File: config.mk
export PLATFORM = sky130hd
export DESIGN_NAME = dma_irq_status
export DESIGN_NICKNAME = d
export VERILOG_FILES = /design/src/rtl/dma_irq_pkg.sv /design/src/rtl/irq_event_bank.sv /design/src/rtl/irq_summary.sv /design/src/rtl/irq_regif.sv /design/src/rtl/dma_irq_status.sv
export SDC_FILE = /design/constraint.sdc
export NUM_CORES = 1
export LEC_CHECK = 0
export ABC_AREA = 1
export CAP_MARGIN = 20
export CORE_MARGIN = 4
export CORE_UTILIZATION = 41
export DETAILED_ROUTE_END_ITERATION = 16
export HOLD_SLACK_MARGIN = 0.08
export PLACE_DENSITY = 0.86
export SLEW_MARGIN = 20
export SYNTH_ARGS = -nofsm -noshare
export SYNTH_HDL_FRONTEND = slang
export SYNTH_SLANG_ARGS = --single-unit
File: constraint.sdc
create_clock -name clk -period 1.5 [get_ports clk]
set_clock_uncertainty 0.15 [all_clocks]
set_input_delay 0.3 -clock clk [delete_from_list [all_inputs] [get_ports clk]]
set_output_delay 0.3 -clock clk [all_outputs]
set_load 0.01 [all_outputs]
File: src/rtl/dma_irq_pkg.sv
package dma_irq_pkg;
  localparam int DATA_W = 32;
  localparam int EVT_W  = 15;
  localparam int ST_W   = 3;

  // implemented event positions and the two summary groups
  localparam logic [EVT_W-1:0] EVT_IMPL = 15'h67FF;
  localparam logic [EVT_W-1:0] NORM_GRP = 15'h4045;
  localparam logic [EVT_W-1:0] ABN_GRP  = 15'h27BA;

  localparam int BIT_RX_DONE  = 6;
  localparam int BIT_RX_EARLY = 14;
  localparam int BIT_ABN_SUM  = 15;
  localparam int BIT_NORM_SUM = 16;
  localparam int RX_ST_LSB    = 17;
  localparam int TX_ST_LSB    = 20;

  typedef struct packed {
    logic norm;
    logic abn;
  } summary_t;
endpackage

File: src/rtl/irq_event_bank.sv
module irq_event_bank
  import dma_irq_pkg::*;
#(
  parameter int               W         = EVT_W,
  parameter logic [W-1:0]     IMPL      = EVT_IMPL,
  parameter int               EARLY_BIT = BIT_RX_EARLY,
  parameter int               DONE_BIT  = BIT_RX_DONE
) (
  input  logic         clk,
  input  logic         rst,
  input  logic [W-1:0] ev_pulse,
  input  logic [W-1:0] clr_mask,
  output logic [W-1:0] ev_q,
  output logic [W-1:0] ev_next
);

  for (genvar i = 0; i < W; i++) begin : g_bit
    if (i == EARLY_BIT) begin : g_early
      // the completion event retires the early flag, even on a coincident set
      assign ev_next[i] = IMPL[i] & (ev_pulse[i] | (ev_q[i] & ~clr_mask[i]))
                          & ~ev_pulse[DONE_BIT];

      AST_EARLY_AUTOCLR: assert property (@(posedge clk) disable iff (rst)
        ev_pulse[DONE_BIT] |=> !ev_q[i]);
    end else begin : g_plain
      // a set pulse outranks a clearing write
      assign ev_next[i] = IMPL[i] & (ev_pulse[i] | (ev_q[i] & ~clr_mask[i]));

      if (IMPL[i]) begin : g_chk
        AST_SET_WINS: assert property (@(posedge clk) disable iff (rst)
          ev_pulse[i] |=> ev_q[i]);
        AST_HOLD_UNTIL_CLR: assert property (@(posedge clk) disable iff (rst)
          (ev_q[i] && !clr_mask[i]) |=> ev_q[i]);
        AST_NO_SPURIOUS: assert property (@(posedge clk) disable iff (rst)
          (!ev_q[i] && !ev_pulse[i]) |=> !ev_q[i]);
      end
    end
  end

  always_ff @(posedge clk) begin
    if (rst) ev_q <= '0;
    else     ev_q <= ev_next;
  end

endmodule

File: src/rtl/irq_summary.sv
module irq_summary
  import dma_irq_pkg::*;
#(
  parameter int           W    = EVT_W,
  parameter logic [W-1:0] NORM = NORM_GRP,
  parameter logic [W-1:0] ABN  = ABN_GRP
) (
  input  logic         clk,
  input  logic         rst,
  input  logic [W-1:0] ev_next,
  input  logic [W-1:0] en_evt,
  input  logic         en_norm,
  input  logic         en_abn,
  input  logic         clr_norm,
  input  logic         clr_abn,
  output summary_t     sum,
  output logic         irq
);

  logic src_norm, src_abn;
  summary_t sum_d;

  // sources use the post-write event image so one write can clear both levels
  assign src_norm = |(ev_next & en_evt & NORM);
  assign src_abn  = |(ev_next & en_evt & ABN);

  always_comb begin
    sum_d.norm = src_norm | (sum.norm & ~clr_norm);
    sum_d.abn  = src_abn  | (sum.abn  & ~clr_abn);
  end

  always_ff @(posedge clk) begin
    if (rst) begin
      sum <= '0;
      irq <= 1'b0;
    end else begin
      sum <= sum_d;
      irq <= (sum.norm & en_norm) | (sum.abn & en_abn);
    end
  end

  AST_NORM_SET: assert property (@(posedge clk) disable iff (rst)
    (|(ev_next & en_evt & NORM)) |=> sum.norm);
  AST_ABN_SET: assert property (@(posedge clk) disable iff (rst)
    (|(ev_next & en_evt & ABN)) |=> sum.abn);
  AST_MASKED_QUIET: assert property (@(posedge clk) disable iff (rst)
    (!sum.norm && !sum.abn && !(|(ev_next & en_evt))) |=> (!sum.norm && !sum.abn));
  AST_SUM_STICKY: assert property (@(posedge clk) disable iff (rst)
    (sum.norm && !clr_norm) |=> sum.norm);
  AST_IRQ_RAISE: assert property (@(posedge clk) disable iff (rst)
    ((sum.norm && en_norm) || (sum.abn && en_abn)) |=> irq);
  AST_IRQ_DROP: assert property (@(posedge clk) disable iff (rst)
    !((sum.norm && en_norm) || (sum.abn && en_abn)) |=> !irq);

endmodule

File: src/rtl/irq_regif.sv
module irq_regif
  import dma_irq_pkg::*;
#(
  parameter int                ADDR_W      = 4,
  parameter logic [ADDR_W-1:0] STATUS_ADDR = '0,
  parameter logic [ADDR_W-1:0] ENABLE_ADDR = 1
) (
  input  logic              clk,
  input  logic              rst,
  input  logic [ADDR_W-1:0] addr,
  input  logic [DATA_W-1:0] wdata,
  input  logic              wr_en,
  input  logic [EVT_W-1:0]  ev_q,
  input  summary_t          sum,
  input  logic [ST_W-1:0]   tx_state,
  input  logic [ST_W-1:0]   rx_state,
  output logic [EVT_W-1:0]  clr_evt,
  output logic              clr_norm,
  output logic              clr_abn,
  output logic [EVT_W-1:0]  en_evt,
  output logic              en_norm,
  output logic              en_abn,
  output logic [DATA_W-1:0] rdata
);

  localparam int TOP_USED = TX_ST_LSB + ST_W;

  logic wr_status, wr_enable;
  logic [DATA_W-1:0] status_img, enable_img;
  logic unused_wdata_hi;

  assign unused_wdata_hi = ^wdata[DATA_W-1:BIT_NORM_SUM+1];

  assign wr_status = wr_en && (addr == STATUS_ADDR);
  assign wr_enable = wr_en && (addr == ENABLE_ADDR);

  assign clr_evt  = wr_status ? (wdata[EVT_W-1:0] & EVT_IMPL) : '0;
  assign clr_abn  = wr_status & wdata[BIT_ABN_SUM];
  assign clr_norm = wr_status & wdata[BIT_NORM_SUM];

  always_ff @(posedge clk) begin
    if (rst) begin
      en_evt  <= '0;
      en_norm <= 1'b0;
      en_abn  <= 1'b0;
    end else if (wr_enable) begin
      en_evt  <= wdata[EVT_W-1:0] & EVT_IMPL;
      en_abn  <= wdata[BIT_ABN_SUM];
      en_norm <= wdata[BIT_NORM_SUM];
    end
  end

  always_comb begin
    status_img = '0;
    status_img[EVT_W-1:0] = ev_q;
    status_img[BIT_ABN_SUM] = sum.abn;
    status_img[BIT_NORM_SUM] = sum.norm;
    status_img[RX_ST_LSB +: ST_W] = rx_state;
    status_img[TX_ST_LSB +: ST_W] = tx_state;

    enable_img = '0;
    enable_img[EVT_W-1:0] = en_evt;
    enable_img[BIT_ABN_SUM] = en_abn;
    enable_img[BIT_NORM_SUM] = en_norm;
  end

  always_ff @(posedge clk) begin
    if (rst)                       rdata <= '0;
    else if (addr == STATUS_ADDR)  rdata <= status_img;
    else if (addr == ENABLE_ADDR)  rdata <= enable_img;
    else                           rdata <= '0;
  end

  AST_RSVD_HI_ZERO: assert property (@(posedge clk) disable iff (rst)
    rdata[DATA_W-1:TOP_USED] == '0);
  AST_RSVD_GAP_ZERO: assert property (@(posedge clk) disable iff (rst)
    (rdata[12:11] == 2'b00));
  AST_ENABLE_HOLD: assert property (@(posedge clk) disable iff (rst)
    !wr_enable |=> ($stable(en_evt) && $stable(en_norm) && $stable(en_abn)));

endmodule

File: src/rtl/dma_irq_status.sv
module dma_irq_status
  import dma_irq_pkg::*;
#(
  parameter int                ADDR_W      = 4,
  parameter logic [ADDR_W-1:0] STATUS_ADDR = '0,
  parameter logic [ADDR_W-1:0] ENABLE_ADDR = 1
) (
  input  logic              clk,
  input  logic              rst,
  input  logic [ADDR_W-1:0] addr,
  input  logic [DATA_W-1:0] wdata,
  input  logic              wr_en,
  output logic [DATA_W-1:0] rdata,
  input  logic [EVT_W-1:0]  ev_pulse,
  input  logic [ST_W-1:0]   tx_state,
  input  logic [ST_W-1:0]   rx_state,
  output logic              irq
);

  logic [EVT_W-1:0] ev_q, ev_next, clr_evt, en_evt;
  logic             clr_norm, clr_abn, en_norm, en_abn;
  summary_t         sum;

  irq_event_bank #(
    .W(EVT_W), .IMPL(EVT_IMPL), .EARLY_BIT(BIT_RX_EARLY), .DONE_BIT(BIT_RX_DONE)
  ) u_bank (
    .clk(clk), .rst(rst), .ev_pulse(ev_pulse), .clr_mask(clr_evt),
    .ev_q(ev_q), .ev_next(ev_next)
  );

  irq_summary #(
    .W(EVT_W), .NORM(NORM_GRP), .ABN(ABN_GRP)
  ) u_sum (
    .clk(clk), .rst(rst), .ev_next(ev_next), .en_evt(en_evt),
    .en_norm(en_norm), .en_abn(en_abn), .clr_norm(clr_norm), .clr_abn(clr_abn),
    .sum(sum), .irq(irq)
  );

  irq_regif #(
    .ADDR_W(ADDR_W), .STATUS_ADDR(STATUS_ADDR), .ENABLE_ADDR(ENABLE_ADDR)
  ) u_regs (
    .clk(clk), .rst(rst), .addr(addr), .wdata(wdata), .wr_en(wr_en),
    .ev_q(ev_q), .sum(sum), .tx_state(tx_state), .rx_state(rx_state),
    .clr_evt(clr_evt), .clr_norm(clr_norm), .clr_abn(clr_abn),
    .en_evt(en_evt), .en_norm(en_norm), .en_abn(en_abn), .rdata(rdata)
  );

endmodule

==> tab_implementation.tex, run 1 <==
\begin{tabular}{lr}
\hline
Metric & Value \\
\hline
\multicolumn{2}{l}{\textbf{Outcome}} \\
Status & complete, no violations \\
\multicolumn{2}{l}{\textbf{STA}} \\
Smallest hold slack & 0.166 ns \\
Post-layout minimum cycle time & roughly 1.4 ns \\
Max Freq & 0.721 GHz \\
Final setup violating endpoints & 0 \\
Final hold viol count & 0 \\
Unrepaired setup endpoints after global routing & false \\
Tcrit/Tclk final & 0.924 \\
Final-layout setup total negative slack & 0 ns \\
Max-slew violation count & 0 \\
\multicolumn{2}{l}{\textbf{Clock network}} \\
Total clock sinks & 52 \\
TritonCTS clock tree & built \\
Cts hold-fix bufs & 0 \\
Insertion delay to the later sink of the worst-skew pair & 0.30 ns \\
Clock buffers created by TritonCTS & 5 \\
CTS clk-pin slew, worst paths & 0.09 ns \\
Root Driver & sky130\_fd\_sc\_hd\_\_clkbuf\_8 \\
H-tree levels & 2 \\
Clock Path Buffers & 2 \\
\multicolumn{2}{l}{\textbf{Setup path}} \\
Kind of start point of the critical path & primary input \\
Kind of critical path & in2reg \\
Register-to-register setup slack & 0.35 ns \\
R2R Path Start & u\_bank.ev\_q[8] \\
Highest-delay cell along the critical path & sky130\_fd\_sc\_hd\_\_clkdlybuf4s50\_1 \\
Cell family with the largest share of critical-path delay & simple AND/OR/NAND/NOR gates \\
Capturing element type of the critical path & flop \\
Maximum fanout along the worst path & 2 \\
Sequence of cells on the critical path & clkdlybuf4s50\_1 > nand4\_1 > nand2\_1 > nand2\_1 > nand2\_1 > nand2\_1 > nor2\_2 > nand3\_1 > nand2\_1 > inv\_1 \\
Required @ worst endpoint & around 1.6 ns \\
Depth of the most critical reg-to-reg path & 8 \\
Data arrival time at the worst-slack endpoint & roughly 1.5 ns \\
Total stage count of the critical path & 10 \\
Worst setup path endpoint & u\_sum.sum[0] \\
Worst Path Buf+Inv & 2 \\
Cell repeated most along the worst path & sky130\_fd\_sc\_hd\_\_nand2\_1 \\
Largest stage delay, worst path & 0.50 ns \\
End of the worst register-to-register path & u\_sum.sum[0] \\
Launching instance or port of the critical path & wdata[4] \\
\multicolumn{2}{l}{\textbf{Finish}} \\
Sequential cell area & 1040 sq um \\
Fraction of layout instances using a drive strength above 1 & 0.156 \\
FILL cells & 449 \\
Number of antenna cells inserted & 0 \\
Area used by multi-input combinational logic & 773 sq um \\
Post-route cell area & 3010 sq um \\
Final Core Density & 0.624 \\
Synthesis-to-layout area growth & 44.4\% \\
Net count of the finished layout & between 400 and 500 \\
\multicolumn{2}{l}{\textbf{Synthesis}} \\
Yosys warnings & 0 \\
Post-synthesis area per instance & 7.77 sq um \\
Number of instances in the synthesized netlist & roughly 270 \\
Count of flip-flops with a built-in enable after synthesis & 0 \\
Share of synthesized area occupied by flip-flops and latches & 0.500 \\
Synth Flop Type & sky130\_fd\_sc\_hd\_\_dfxtp\_1 \\
Number of unique standard cell types used by synthesis & 22 \\
Synthesized cell area & 2080 sq um \\
Flip-flop and latch count after synthesis & 52 \\
Async set or reset register ratio after synthesis & 0 \\
\multicolumn{2}{l}{\textbf{Drt}} \\
Avg WL per Cell & between 10 and 15 um \\
Number of iterations in the first detailed-routing pass & 4 \\
Vias & approximately 2000 \\
Overall routed net length & $\sim$5.4 mm \\
Post-detailed-route count of antenna-violating nets & 0 \\
Detailed-route DRC error count & 0 \\
Number of DRC violations after detailed-routing iteration 0 & 126 \\
Average via count per standard cell & 4.79 \\
\multicolumn{2}{l}{\textbf{Global routing}} \\
Maximum number of pins on one net before global-route repair & 17 \\
Grt ovf & 0 \\
Initial antenna violation count & 0 \\
Via count of the first global-routing pass & 2022 \\
First-pass GRT wire length & 8.45 mm \\
Overall track demand over capacity in global routing & 0.172 \\
\multicolumn{2}{l}{\textbf{Power}} \\
Static Leakage & 0.00145 uW \\
Cell internal power dissipation & 1930 uW \\
Worst vdd rail ir drop & 399 uV \\
Combinational cell fraction of total power & 0.142 \\
Power per Cell Area & $\sim$850 nW/um\^{}2 \\
Power spent charging and discharging nets & 635 uW \\
Switching share of power & 0.248 \\
Sequential group share of total power & 0.563 \\
Clock power frac & 0.295 \\
\multicolumn{2}{l}{\textbf{Place}} \\
Detailed Place HPWL & $\sim$4.1 mm \\
Total of buffers placed on input and output ports & 62 \\
Cell area reported after detailed placement & 2910 sq um \\
Final estimated routing congestion in global placement & 0.845 \\
\multicolumn{2}{l}{\textbf{Job}} \\
Number of violations of the max-capacitance limit & 0 \\
\multicolumn{2}{l}{\textbf{Floorplan}} \\
Initial Util & 0.432 \\
Number of top-level pins & 93 \\
Die height & 79.3 um \\
Standard-cell rows & 25 \\
Width of the die & 79.3 um \\
Die area & 6280 sq um \\
Core box area & approximately 4800 sq um \\
\multicolumn{2}{l}{\textbf{Min path}} \\
Classification of the worst-slack hold path & in2reg \\
\hline
\end{tabular}
==> cell type report <==
| cell class | count | area share |
|---|---|---|
| Clock buffer | 5 | 0.0229 |
| Sequential cell | 52 | 0.346 |
| Timing Repair Buffer | 92 | 0.274 |
| Clock inverter | 2 | 0.00416 |
| Tap cell | 67 | 0.0279 |
| Multi-Input combinational cell | 154 | 0.257 |
| Inverter | 53 | 0.0679 |
==> synth_stat cells (2+ instances only) <==
library cell	count	area (sq um)
sky130_fd_sc_hd__inv_1	52	195
sky130_fd_sc_hd__nand2_1	52	195
sky130_fd_sc_hd__buf_2	6	30.0
sky130_fd_sc_hd__nand4_1	6	37.5
sky130_fd_sc_hd__clkbuf_1	2	7.51
sky130_fd_sc_hd__nor2_1	9	33.8
sky130_fd_sc_hd__dfxtp_1	52	1040
sky130_fd_sc_hd__nand3_1	4	20.0
sky130_fd_sc_hd__buf_4	11	82.6
sky130_fd_sc_hd__o22ai_1	14	87.6
sky130_fd_sc_hd__o21ai_2	2	17.5
sky130_fd_sc_hd__o32ai_1	2	17.5
sky130_fd_sc_hd__o21ai_0	8	40.0
sky130_fd_sc_hd__a21oi_1	31	155
sky130_fd_sc_hd__o21ai_1	5	25.0
sky130_fd_sc_hd__nor2_4	3	33.8
sky130_fd_sc_hd__nand2_2	4	25.0
==> worst min-delay path: stages <==
cell and delay, ns:
sky130_fd_sc_hd__dlymetal6s2s_1 0.11, sky130_fd_sc_hd__o21ai_1 0.07, sky130_fd_sc_hd__a21oi_1 0.10
==> metal layers <==
metal,vias to the layer above,GRT usage,share of wire
li1,1003,-,-
met1,940,0.164,0.37
met2,80,0.354,0.54
met3,12,0.0329,0.069
met4,0,0.0584,0.017
met5,-,0,0
==> power groups by stage <==
stage / clock (uW) / combinational, uW / sequential [uW]
2_1_floorplan: 0 / 168 / 1470
3_3_place_gp: 0 / 347 / 1470
3_5_place_dp: 0 / 357 / 1480
4_1_cts: 772 / 357 / 1440
5_1_grt: 829 / 401 / 1450
6_report: 757 / 363 / 1440
==> cells in the final DEF (no fill, tap or decap), types with 2 or more instances in the layout <==
| cell | n |
|---|---|
| sky130_fd_sc_hd__nand4_1 | 6 |
| sky130_fd_sc_hd__nand2_1 | 52 |
| sky130_fd_sc_hd__dfxtp_1 | 52 |
| sky130_fd_sc_hd__dlymetal6s2s_1 | 5 |
| sky130_fd_sc_hd__o22ai_1 | 14 |
| sky130_fd_sc_hd__nand3_1 | 4 |
| sky130_fd_sc_hd__nand2_2 | 4 |
| sky130_fd_sc_hd__clkbuf_2 | 4 |
| sky130_fd_sc_hd__o21ai_1 | 5 |
| sky130_fd_sc_hd__conb_1 | 11 |
| sky130_fd_sc_hd__buf_4 | 29 |
| sky130_fd_sc_hd__a21oi_1 | 30 |
| sky130_fd_sc_hd__nor2_4 | 3 |
| sky130_fd_sc_hd__nor2_2 | 3 |
| sky130_fd_sc_hd__o32ai_1 | 2 |
| sky130_fd_sc_hd__o21ai_0 | 8 |
| sky130_fd_sc_hd__nor2_1 | 8 |
| sky130_fd_sc_hd__clkdlybuf4s50_1 | 30 |
| sky130_fd_sc_hd__clkbuf_8 | 5 |
| sky130_fd_sc_hd__dlygate4sd2_1 | 23 |
| sky130_fd_sc_hd__inv_1 | 52 |
==> how the worst min path moves through the flow <==
| stage | start | end | slack (ns) | cells after the start |
|---|---|---|---|---|
| 2_1_floorplan | rx_state[0] | u_regs.rdata[17] | 0.26 | 2 |
| 3_3_place_gp | u_regs.en_norm | u_regs.en_norm | 0.30 | 2 |
| 3_5_place_dp | u_regs.en_evt[1] | u_regs.en_evt[1] | 0.32 | 2 |
| 4_1_cts | u_bank.ev_q[14] | u_regs.rdata[14] | 0.33 | 2 |
| 5_1_grt | wdata[9] | u_regs.en_evt[9] | 0.20 | 3 |
| 6_report | wdata[9] | u_regs.en_evt[9] | 0.17 | 3 |
==> state kept, by name, indices dropped and copies added, names as in the netlist <==
register        flops
u_bank.ev_q        13
u_regs.en_abn       1
u_regs.en_evt      13
u_regs.en_norm      1
u_regs.rdata       21
u_sum.irq           1
u_sum.sum           2
==> cells by family after synthesis <==
group | Yosys count | share of synthesized area
simple gates | 80 | 0.177
flops | 52 | 0.500
compound gates | 62 | 0.165
other cells | 1 | 0.00180
buf+inv | 73 | 0.156
==> metrics by stage <==
| stage | setup slack (ns) | instances | power, uW |
|---|---|---|---|
| detailed placement | -0.527 | 413 | 1830 |
| finish | 0.113 | 425 | 2560 |
| global route | 0.0197 | 425 | 2680 |
| CTS | 0.00726 | 423 | 2570 |
| floorplan | 0.0939 | 278 | 1640 |
| global placement | -0.476 | 413 | 1820 |
==> timing repair <==
item,CTS,global route
resized for setup,28,16
pin swaps,3,14
buffers inserted,2,2
hold endpoints to repair,0,0
gates cloned,1,0
setup endpoints to repair,57,8
(Power assumes the default switching activity.)
==> run 2: changes to the inputs <==
--- a/config.mk
+++ b/config.mk
@@ -11,7 +11,7 @@
 export CORE_UTILIZATION = 41
 export DETAILED_ROUTE_END_ITERATION = 16
 export HOLD_SLACK_MARGIN = 0.08
-export PLACE_DENSITY = 0.86
+export PLACE_DENSITY_LB_ADDON = 0.25
 export SLEW_MARGIN = 20
 export SYNTH_ARGS = -nofsm -noshare
 export SYNTH_HDL_FRONTEND = slang
==> run 2 against run 1 <==
  * Total power is 1.2% higher
  * Clock power up 4.9%
  * Via count shrank 4.4%
  * Largest power group unchanged
  * Non-clock buffer count stayed put
  * Final area grew 0.21%
  * Highest routed layer unchanged
  * Critical path type unchanged
  * Sequential cell count unchanged
  * Critical endpoint unchanged
  * Maximum frequency is 1.4% lower
==> tab_implementation.tex, run 2 (synthesized netlist as in run 1, its figures left out) <==
\begin{tabular}{lr}
\hline
Metric & Value \\
\hline
\multicolumn{2}{l}{\textbf{Finish}} \\
Net count of the finished layout & 418 (unchanged) \\
Synthesis-to-layout area growth & 44.7\% \\
Fraction of layout instances using a drive strength above 1 & 0.153 (-0.00322) \\
Post-layout instance count excluding filler cells & 426 (+0.24\%) \\
Number of flip-flops in the largest register & 21 (unchanged) \\
Final Core Density & 0.625 (+0.00130) \\
Registers with the most flip-flops & u\_regs.rdata x21, u\_bank.ev\_q x13, u\_regs.en\_evt x13 \\
Largest register by flop count & u\_regs.rdata \\
Number of antenna cells inserted & 0 (unchanged) \\
Commonest cells after routing, fill and taps aside & sky130\_fd\_sc\_hd\_\_inv\_1, sky130\_fd\_sc\_hd\_\_dfxtp\_1, sky130\_fd\_sc\_hd\_\_nand2\_1 \\
\multicolumn{2}{l}{\textbf{STA}} \\
Post-layout minimum cycle time & 1.41 ns (+0.0203 ns) \\
Unrepaired setup endpoints after global routing & true \\
Final hold viol count & 0 (unchanged) \\
Final setup violating endpoints & 0 (unchanged) \\
Max-slew violation count & 0 (unchanged) \\
Tcrit/Tclk final & 0.938 (+0.0136) \\
Max Freq & 0.711 GHz (-1.4\%) \\
\multicolumn{2}{l}{\textbf{Global routing}} \\
Via count of the first global-routing pass & 1882 (-6.9\%) \\
Maximum number of pins on one net before global-route repair & 17 (unchanged) \\
First-pass GRT wire length & 8.08 mm (-4.3\%) \\
Overall track demand over capacity in global routing & 0.163 (-0.00834) \\
Grt ovf & 0 (unchanged) \\
Initial antenna violation count & 0 (unchanged) \\
\multicolumn{2}{l}{\textbf{Power}} \\
Worst vdd rail ir drop & 427 uV (+7.1\%) \\
Power per Cell Area & 862 nW/um\^{}2 (+0.98\%) \\
Static Leakage & 0.00145 uW (-0.15\%) \\
\multicolumn{2}{l}{\textbf{Setup path}} \\
Required @ worst endpoint & 1.56 ns (about the same) \\
Data arrival time at the worst-slack endpoint & 1.46 ns (about the same) \\
Highest-delay cell along the critical path & sky130\_fd\_sc\_hd\_\_clkdlybuf4s50\_1 \\
Kind of critical path & in2reg \\
Kind of start point of the critical path & primary input \\
Cell repeated most along the worst path & sky130\_fd\_sc\_hd\_\_nand2\_1 \\
Maximum fanout along the worst path & 2 (unchanged) \\
Register-to-register setup slack & 0.36 ns (about the same) \\
Largest stage delay, worst path & 0.49 ns (about the same) \\
Capturing element type of the critical path & flop \\
End of the worst register-to-register path & u\_sum.sum[0] \\
Sequence of cells on the critical path & clkdlybuf4s50\_1 > nand4\_1 > nand2\_1 > nand2\_1 > nand2\_1 > nand2\_1 > nor2\_2 > nand3\_1 > nand2\_1 > inv\_1 \\
R2R Path Start & u\_bank.ev\_q[1] \\
Depth of the most critical reg-to-reg path & 8 (unchanged) \\
Launching instance or port of the critical path & wdata[9] \\
\multicolumn{2}{l}{\textbf{Drt}} \\
Average via count per standard cell & 4.57 (-4.6\%) \\
Overall routed net length & 5.03 mm (-6.0\%) \\
Number of DRC violations after detailed-routing iteration 0 & 108 (-14\%) \\
Number of iterations in the first detailed-routing pass & 4 (unchanged) \\
Detailed-route DRC error count & 0 (unchanged) \\
Avg WL per Cell & 11.8 um (-6.2\%) \\
Post-detailed-route count of antenna-violating nets & 0 (unchanged) \\
Vias & 1945 (-4.4\%) \\
\multicolumn{2}{l}{\textbf{Min path}} \\
Cell depth of the worst min-delay path & 3 (unchanged) \\
Hold Startpoint & wdata[10] \\
Worst hold path endpoint & u\_regs.en\_evt[10] \\
Classification of the worst-slack hold path & in2reg \\
\multicolumn{2}{l}{\textbf{Floorplan}} \\
Number of top-level pins & 93 (unchanged) \\
Die height & 79.3 um (unchanged) \\
Standard-cell rows & 25 (unchanged) \\
Core box area & 4820 sq um (unchanged) \\
Width of the die & 79.3 um (unchanged) \\
Initial Util & 0.432 (unchanged) \\
Die area & 6280 sq um (unchanged) \\
\multicolumn{2}{l}{\textbf{Outcome}} \\
Status & complete, no violations \\
\multicolumn{2}{l}{\textbf{Clock network}} \\
Clock Path Buffers & 2 (unchanged) \\
H-tree levels & 2 (unchanged) \\
Insertion delay to the later sink of the worst-skew pair & 0.30 ns (about the same) \\
Clock buffers created by TritonCTS & 5 (unchanged) \\
TritonCTS clock tree & built \\
CTS clk-pin slew, worst paths & 0.08 ns (about the same) \\
Root Driver & sky130\_fd\_sc\_hd\_\_clkbuf\_8 \\
Total clock sinks & 52 (unchanged) \\
\multicolumn{2}{l}{\textbf{Place}} \\
Final estimated routing congestion in global placement & 0.825 (-2.4\%) \\
Total of buffers placed on input and output ports & 62 (unchanged) \\
Detailed Place HPWL & 3.88 mm (-5.9\%) \\
Number of instances in the placed design & 412 (-0.24\%) \\
\multicolumn{2}{l}{\textbf{Job}} \\
Number of violations of the max-capacitance limit & 0 (unchanged) \\
\hline
\end{tabular}
==> run 2: cell count changes in the layout (fill, tap and decap cells not counted), sizes merged <==
cell and delta:
clkinv -1, dlymetal6s2s -1, dlygate4sd2 -1, clkbuf +2, clkinvlp -1, clkdlybuf4s50 +1, clkdlybuf4s15 +1, buf +1
==> run 2: critical path: cells and delay by family <==
family,cells,cell delay [ns]
buffers and inverters,2,0.52
AND/OR/NAND/NOR,8,0.64
==> run 2: cell type report <==
| cell class | instances | area (sq um) |
|---|---|---|
| Sequential cell | 52 | 1040 |
| Fill cell | 465 | 1810 |
| Clock buffer | 8 | 90.1 |
| Multi-Input combinational cell | 154 | 764 |
| Inverter | 53 | 201 |
| Tap cell | 67 | 83.8 |
| Timing Repair Buffer | 92 | 831 |
==> run 2: routing by layer <==
layer | GRT usage | up-vias | wire [um]
met4 | 0.0412 | 0 | 42
met1 | 0.185 | 883 | 2120
li1 | - | 1005 | -
met5 | 0 | - | 0
met2 | 0.300 | 53 | 2590
met3 | 0.0454 | 4 | 276
==> run 2: what timing repair did <==
item	CTS	global route
cloned	1	0
setup buffers	0	5
pin swaps	3	13
resized for setup	27	19
hold buffers	0	0
endpoints found under the setup margin	57	9
==> run 2: through the flow <==
step / total power, uW / hold slack [ns] / setup slack, ns / TNS [ns] / area [sq um]
CTS: 2610 / 0.323 / 0.00585 / 0 / 2960
global placement: 1820 / 0.302 / -0.519 / -17.26 / 2900
floorplan: 1640 / 0.262 / 0.0939 / 0 / 2120
detailed placement: 1830 / 0.307 / -0.539 / -18.26 / 2900
finish: 2590 / 0.166 / 0.0930 / 0 / 3010
global route: 2730 / 0.171 / -0.0147 / -0.0147 / 3010
==> run 2: worst max-delay path by stage <==
stage | endpoint | slack (ns)
global route | u_sum.sum[0] | -0.01
floorplan | u_regs.en_evt[10] | 0.09
detailed placement | u_sum.sum[1] | -0.54
CTS | u_sum.sum[1] | 0.006
global placement | u_sum.sum[0] | -0.52
finish | u_sum.sum[0] | 0.09
==> run 2: power by group <==
part,internal (uW),leakage (uW),switching [uW]
Sequential,1420,0.000424,19.7
Combinational,192,0.000981,167
Clock,377,0.0000455,417
==> run 3: changes to the inputs <==
--- a/config.mk
+++ b/config.mk
@@ -8,11 +8,12 @@
 export ABC_AREA = 1
 export CAP_MARGIN = 20
 export CORE_MARGIN = 4
-export CORE_UTILIZATION = 41
+export CORE_UTILIZATION = 44
 export DETAILED_ROUTE_END_ITERATION = 16
 export HOLD_SLACK_MARGIN = 0.08
 export PLACE_DENSITY_LB_ADDON = 0.25
 export SLEW_MARGIN = 20
 export SYNTH_ARGS = -nofsm -noshare
 export SYNTH_HDL_FRONTEND = slang
+export SYNTH_HIERARCHICAL = 1
 export SYNTH_SLANG_ARGS = --single-unit
==> run 3 against run 2 <==
  * Combinational power grew 24%
  * First-iteration DRC count is 44% lower
  * Global-route usage rose by 1.4 points
  * Critical path type unchanged
  * Largest power group unchanged
==> tab_implementation.tex, run 3 <==
\begin{tabular}{lr}
\hline
Metric & Value \\
\hline
\multicolumn{2}{l}{\textbf{Setup path}} \\
Kind of start point of the critical path & primary input \\
Sequence of cells on the critical path & clkdlybuf4s15\_1 > nand3\_4 > nor2\_1 > inv\_1 > nand2\_1 > nand2\_1 > nand2\_2 > inv\_1 > nand2\_1 > o21ai\_1 > nor2\_1 > nor2\_1 \\
Kind of critical path & in2reg \\
Data arrival time at the worst-slack endpoint & 1.50 ns (+0.04 ns) \\
Worst Path Buf+Inv & 3 (+1) \\
Capturing element type of the critical path & flop \\
Maximum fanout along the worst path & 8 (+6) \\
Cell family with the largest share of critical-path delay & simple AND/OR/NAND/NOR gates \\
Highest-delay cell along the critical path & sky130\_fd\_sc\_hd\_\_clkdlybuf4s15\_1 \\
Largest stage delay, worst path & 0.30 ns (-0.19 ns) \\
Required @ worst endpoint & 1.55 ns (about the same) \\
\multicolumn{2}{l}{\textbf{Finish}} \\
Registers with the most flip-flops & u\_regs/rdata x23, u\_bank/ev\_q x13, u\_regs/en\_evt x13 \\
Sequential cell area & 1080 sq um (+3.8\%) \\
Number of flip-flops in the largest register & 23 (+9.5\%) \\
Most common cell after layout, fill and taps aside & sky130\_fd\_sc\_hd\_\_inv\_1 \\
Largest register by flop count & u\_regs/rdata \\
Synthesis-to-layout area growth & 41.9\% \\
Area used by multi-input combinational logic & 965 sq um (+26\%) \\
Post-route cell area & 3530 sq um (+17\%) \\
FILL cells & 516 (+11\%) \\
Net count of the finished layout & 533 (+28\%) \\
Commonest cells after routing, fill and taps aside & sky130\_fd\_sc\_hd\_\_inv\_1, sky130\_fd\_sc\_hd\_\_nand2\_1, sky130\_fd\_sc\_hd\_\_dfxtp\_1 \\
Number of antenna cells inserted & 0 (unchanged) \\
Fraction of layout instances using a drive strength above 1 & 0.186 (+0.0325) \\
\multicolumn{2}{l}{\textbf{Drt}} \\
Detailed-route DRC error count & 0 (unchanged) \\
Post-detailed-route count of antenna-violating nets & 0 (unchanged) \\
Avg WL per Cell & 11.1 um (-5.7\%) \\
Average via count per standard cell & 4.45 (-2.6\%) \\
Number of DRC violations after detailed-routing iteration 0 & 61 (-44\%) \\
Number of iterations in the first detailed-routing pass & 4 (unchanged) \\
Vias & 2428 (+25\%) \\
Overall routed net length & 6.08 mm (+21\%) \\
\multicolumn{2}{l}{\textbf{STA}} \\
Max Freq & 0.691 GHz (-2.7\%) \\
Tcrit/Tclk final & 0.964 (+0.0263) \\
Final hold viol count & 0 (unchanged) \\
Final setup violating endpoints & 0 (unchanged) \\
Post-layout minimum cycle time & 1.45 ns (+0.0394 ns) \\
Smallest hold slack & 0.317 ns (+0.152 ns) \\
Worst setup slack after layout & 0.0536 ns (-0.0394 ns) \\
Max-slew violation count & 0 (unchanged) \\
Final-layout setup total negative slack & 0 ns (unchanged) \\
\multicolumn{2}{l}{\textbf{Floorplan}} \\
Die area & 6930 sq um (+10\%) \\
Core box area & 5510 sq um (+14\%) \\
Die height & 83.2 um (+5.0\%) \\
Initial Util & 0.452 (+0.0202) \\
Standard-cell rows & 27 (+8.0\%) \\
Number of top-level pins & 93 (unchanged) \\
Width of the die & 83.2 um (+5.0\%) \\
\multicolumn{2}{l}{\textbf{Global routing}} \\
First-pass GRT wire length & 10.1 mm (+26\%) \\
Overall track demand over capacity in global routing & 0.177 (+0.0135) \\
Initial antenna violation count & 0 (unchanged) \\
Via count of the first global-routing pass & 2312 (+23\%) \\
Grt ovf & 0 (unchanged) \\
Maximum number of pins on one net before global-route repair & 19 (+2) \\
\multicolumn{2}{l}{\textbf{Clock network}} \\
CTS clk-pin slew, worst paths & 0.10 ns (+0.02 ns) \\
H-tree levels & 2 (unchanged) \\
Insertion delay to the later sink of the worst-skew pair & 0.30 ns (about the same) \\
TritonCTS clock tree & built \\
Clock buffers created by TritonCTS & 5 (unchanged) \\
Total clock sinks & 54 (+3.8\%) \\
Root Driver & sky130\_fd\_sc\_hd\_\_clkbuf\_8 \\
Clock Path Buffers & 2 (unchanged) \\
\multicolumn{2}{l}{\textbf{Outcome}} \\
Status & complete, no violations \\
\multicolumn{2}{l}{\textbf{Power}} \\
Switching share of power & 0.255 (+0.0221) \\
Total power after layout & 2790 uW (+7.4\%) \\
Power spent charging and discharging nets & 710 uW (+18\%) \\
Worst vdd rail ir drop & 391 uV (-8.5\%) \\
Power per Cell Area & 789 nW/um\^{}2 (-8.5\%) \\
Static Leakage & 0.00180 uW (+24\%) \\
Combinational cell fraction of total power & 0.160 (+0.022) \\
Cell internal power dissipation & 2080 uW (+4.3\%) \\
Clock power frac & 0.302 (-0.004) \\
Sequential group share of total power & 0.538 (-0.018) \\
\multicolumn{2}{l}{\textbf{Place}} \\
Detailed Place HPWL & 4.27 mm (+10\%) \\
Cell area reported after detailed placement & 3430 sq um (+18\%) \\
Post-Place Setup Slack & -0.695 ns (-0.156 ns) \\
Total of buffers placed on input and output ports & 64 (+3.2\%) \\
Final estimated routing congestion in global placement & 0.857 (+3.9\%) \\
\multicolumn{2}{l}{\textbf{Synthesis}} \\
Synthesized cell area & 2490 sq um (+20\%) \\
Post-synthesis area per instance & 6.70 sq um (-14\%) \\
Yosys warnings & 6 (+6) \\
Number of instances in the synthesized netlist & 372 (+39\%) \\
\multicolumn{2}{l}{\textbf{Job}} \\
Number of violations of the max-capacitance limit & 0 (unchanged) \\
\multicolumn{2}{l}{\textbf{Min path}} \\
Classification of the worst-slack hold path & reg2reg \\
\hline
\end{tabular}
[run 3: worst min-delay path, stage by stage, from the launching register on]
cell	delay [ns]
sky130_fd_sc_hd__dfxtp_1	0.32
sky130_fd_sc_hd__inv_1	0.04
sky130_fd_sc_hd__o22ai_1	0.06
[run 3: path summary, 6_finish.rpt]
kind | startpoint | end | slack [ns] | depth (start not counted)
setup reg to reg | u_bank/ev_q[14] | u_sum/sum[1] | 0.38 | 8
hold reg to reg | u_bank/ev_q[0] | u_regs/rdata[0] | 0.32 | 2
hold / removal | u_bank/ev_q[0] | u_regs/rdata[0] | 0.32 | 2
setup / recovery | wr_en | u_sum/sum[1] | 0.05 | 12
[run 3: what timing repair did]
action | 4_1_cts | 5_1_grt
endpoints found under the hold margin | 0 | 0
resized for setup | 35 | 12
setup endpoints to repair | 58 | 2
hold buffers | 0 | 0
cloned | 1 | 0
pin swaps | 7 | 10
buffers inserted | 2 | 1
[run 3: cell type report]
cell class	instances	share of cell area
Clock buffer	6	0.0234
Clock inverter	2	0.00354
Inverter	102	0.108
Multi-Input combinational cell	202	0.273
Sequential cell	54	0.306
Tap cell	72	0.0255
Timing Repair Buffer	108	0.261
[run 3: per-layer routing]
metal | wire length [um] | up-vias | track usage
met5 | 0 | - | 0
met4 | 146 | 0 | 0.0594
met3 | 414 | 14 | 0.0407
met2 | 2990 | 75 | 0.321
met1 | 2530 | 1071 | 0.202
li1 | - | 1268 | -
[run 3: power groups by stage]
stage	combinational [uW]	sequential (uW)	clock, uW
finish	445	1500	842
global placement	426	1530	0
CTS	440	1500	872
global route	492	1510	920
floorplan	221	1530	0
detailed placement	435	1530	0
[run 3: through the flow]
stage	std cells	util
floorplan	381	-
global placement	534	0.622
detailed placement	534	0.622
CTS	545	0.641
global route	546	0.642
finish	546	0.642
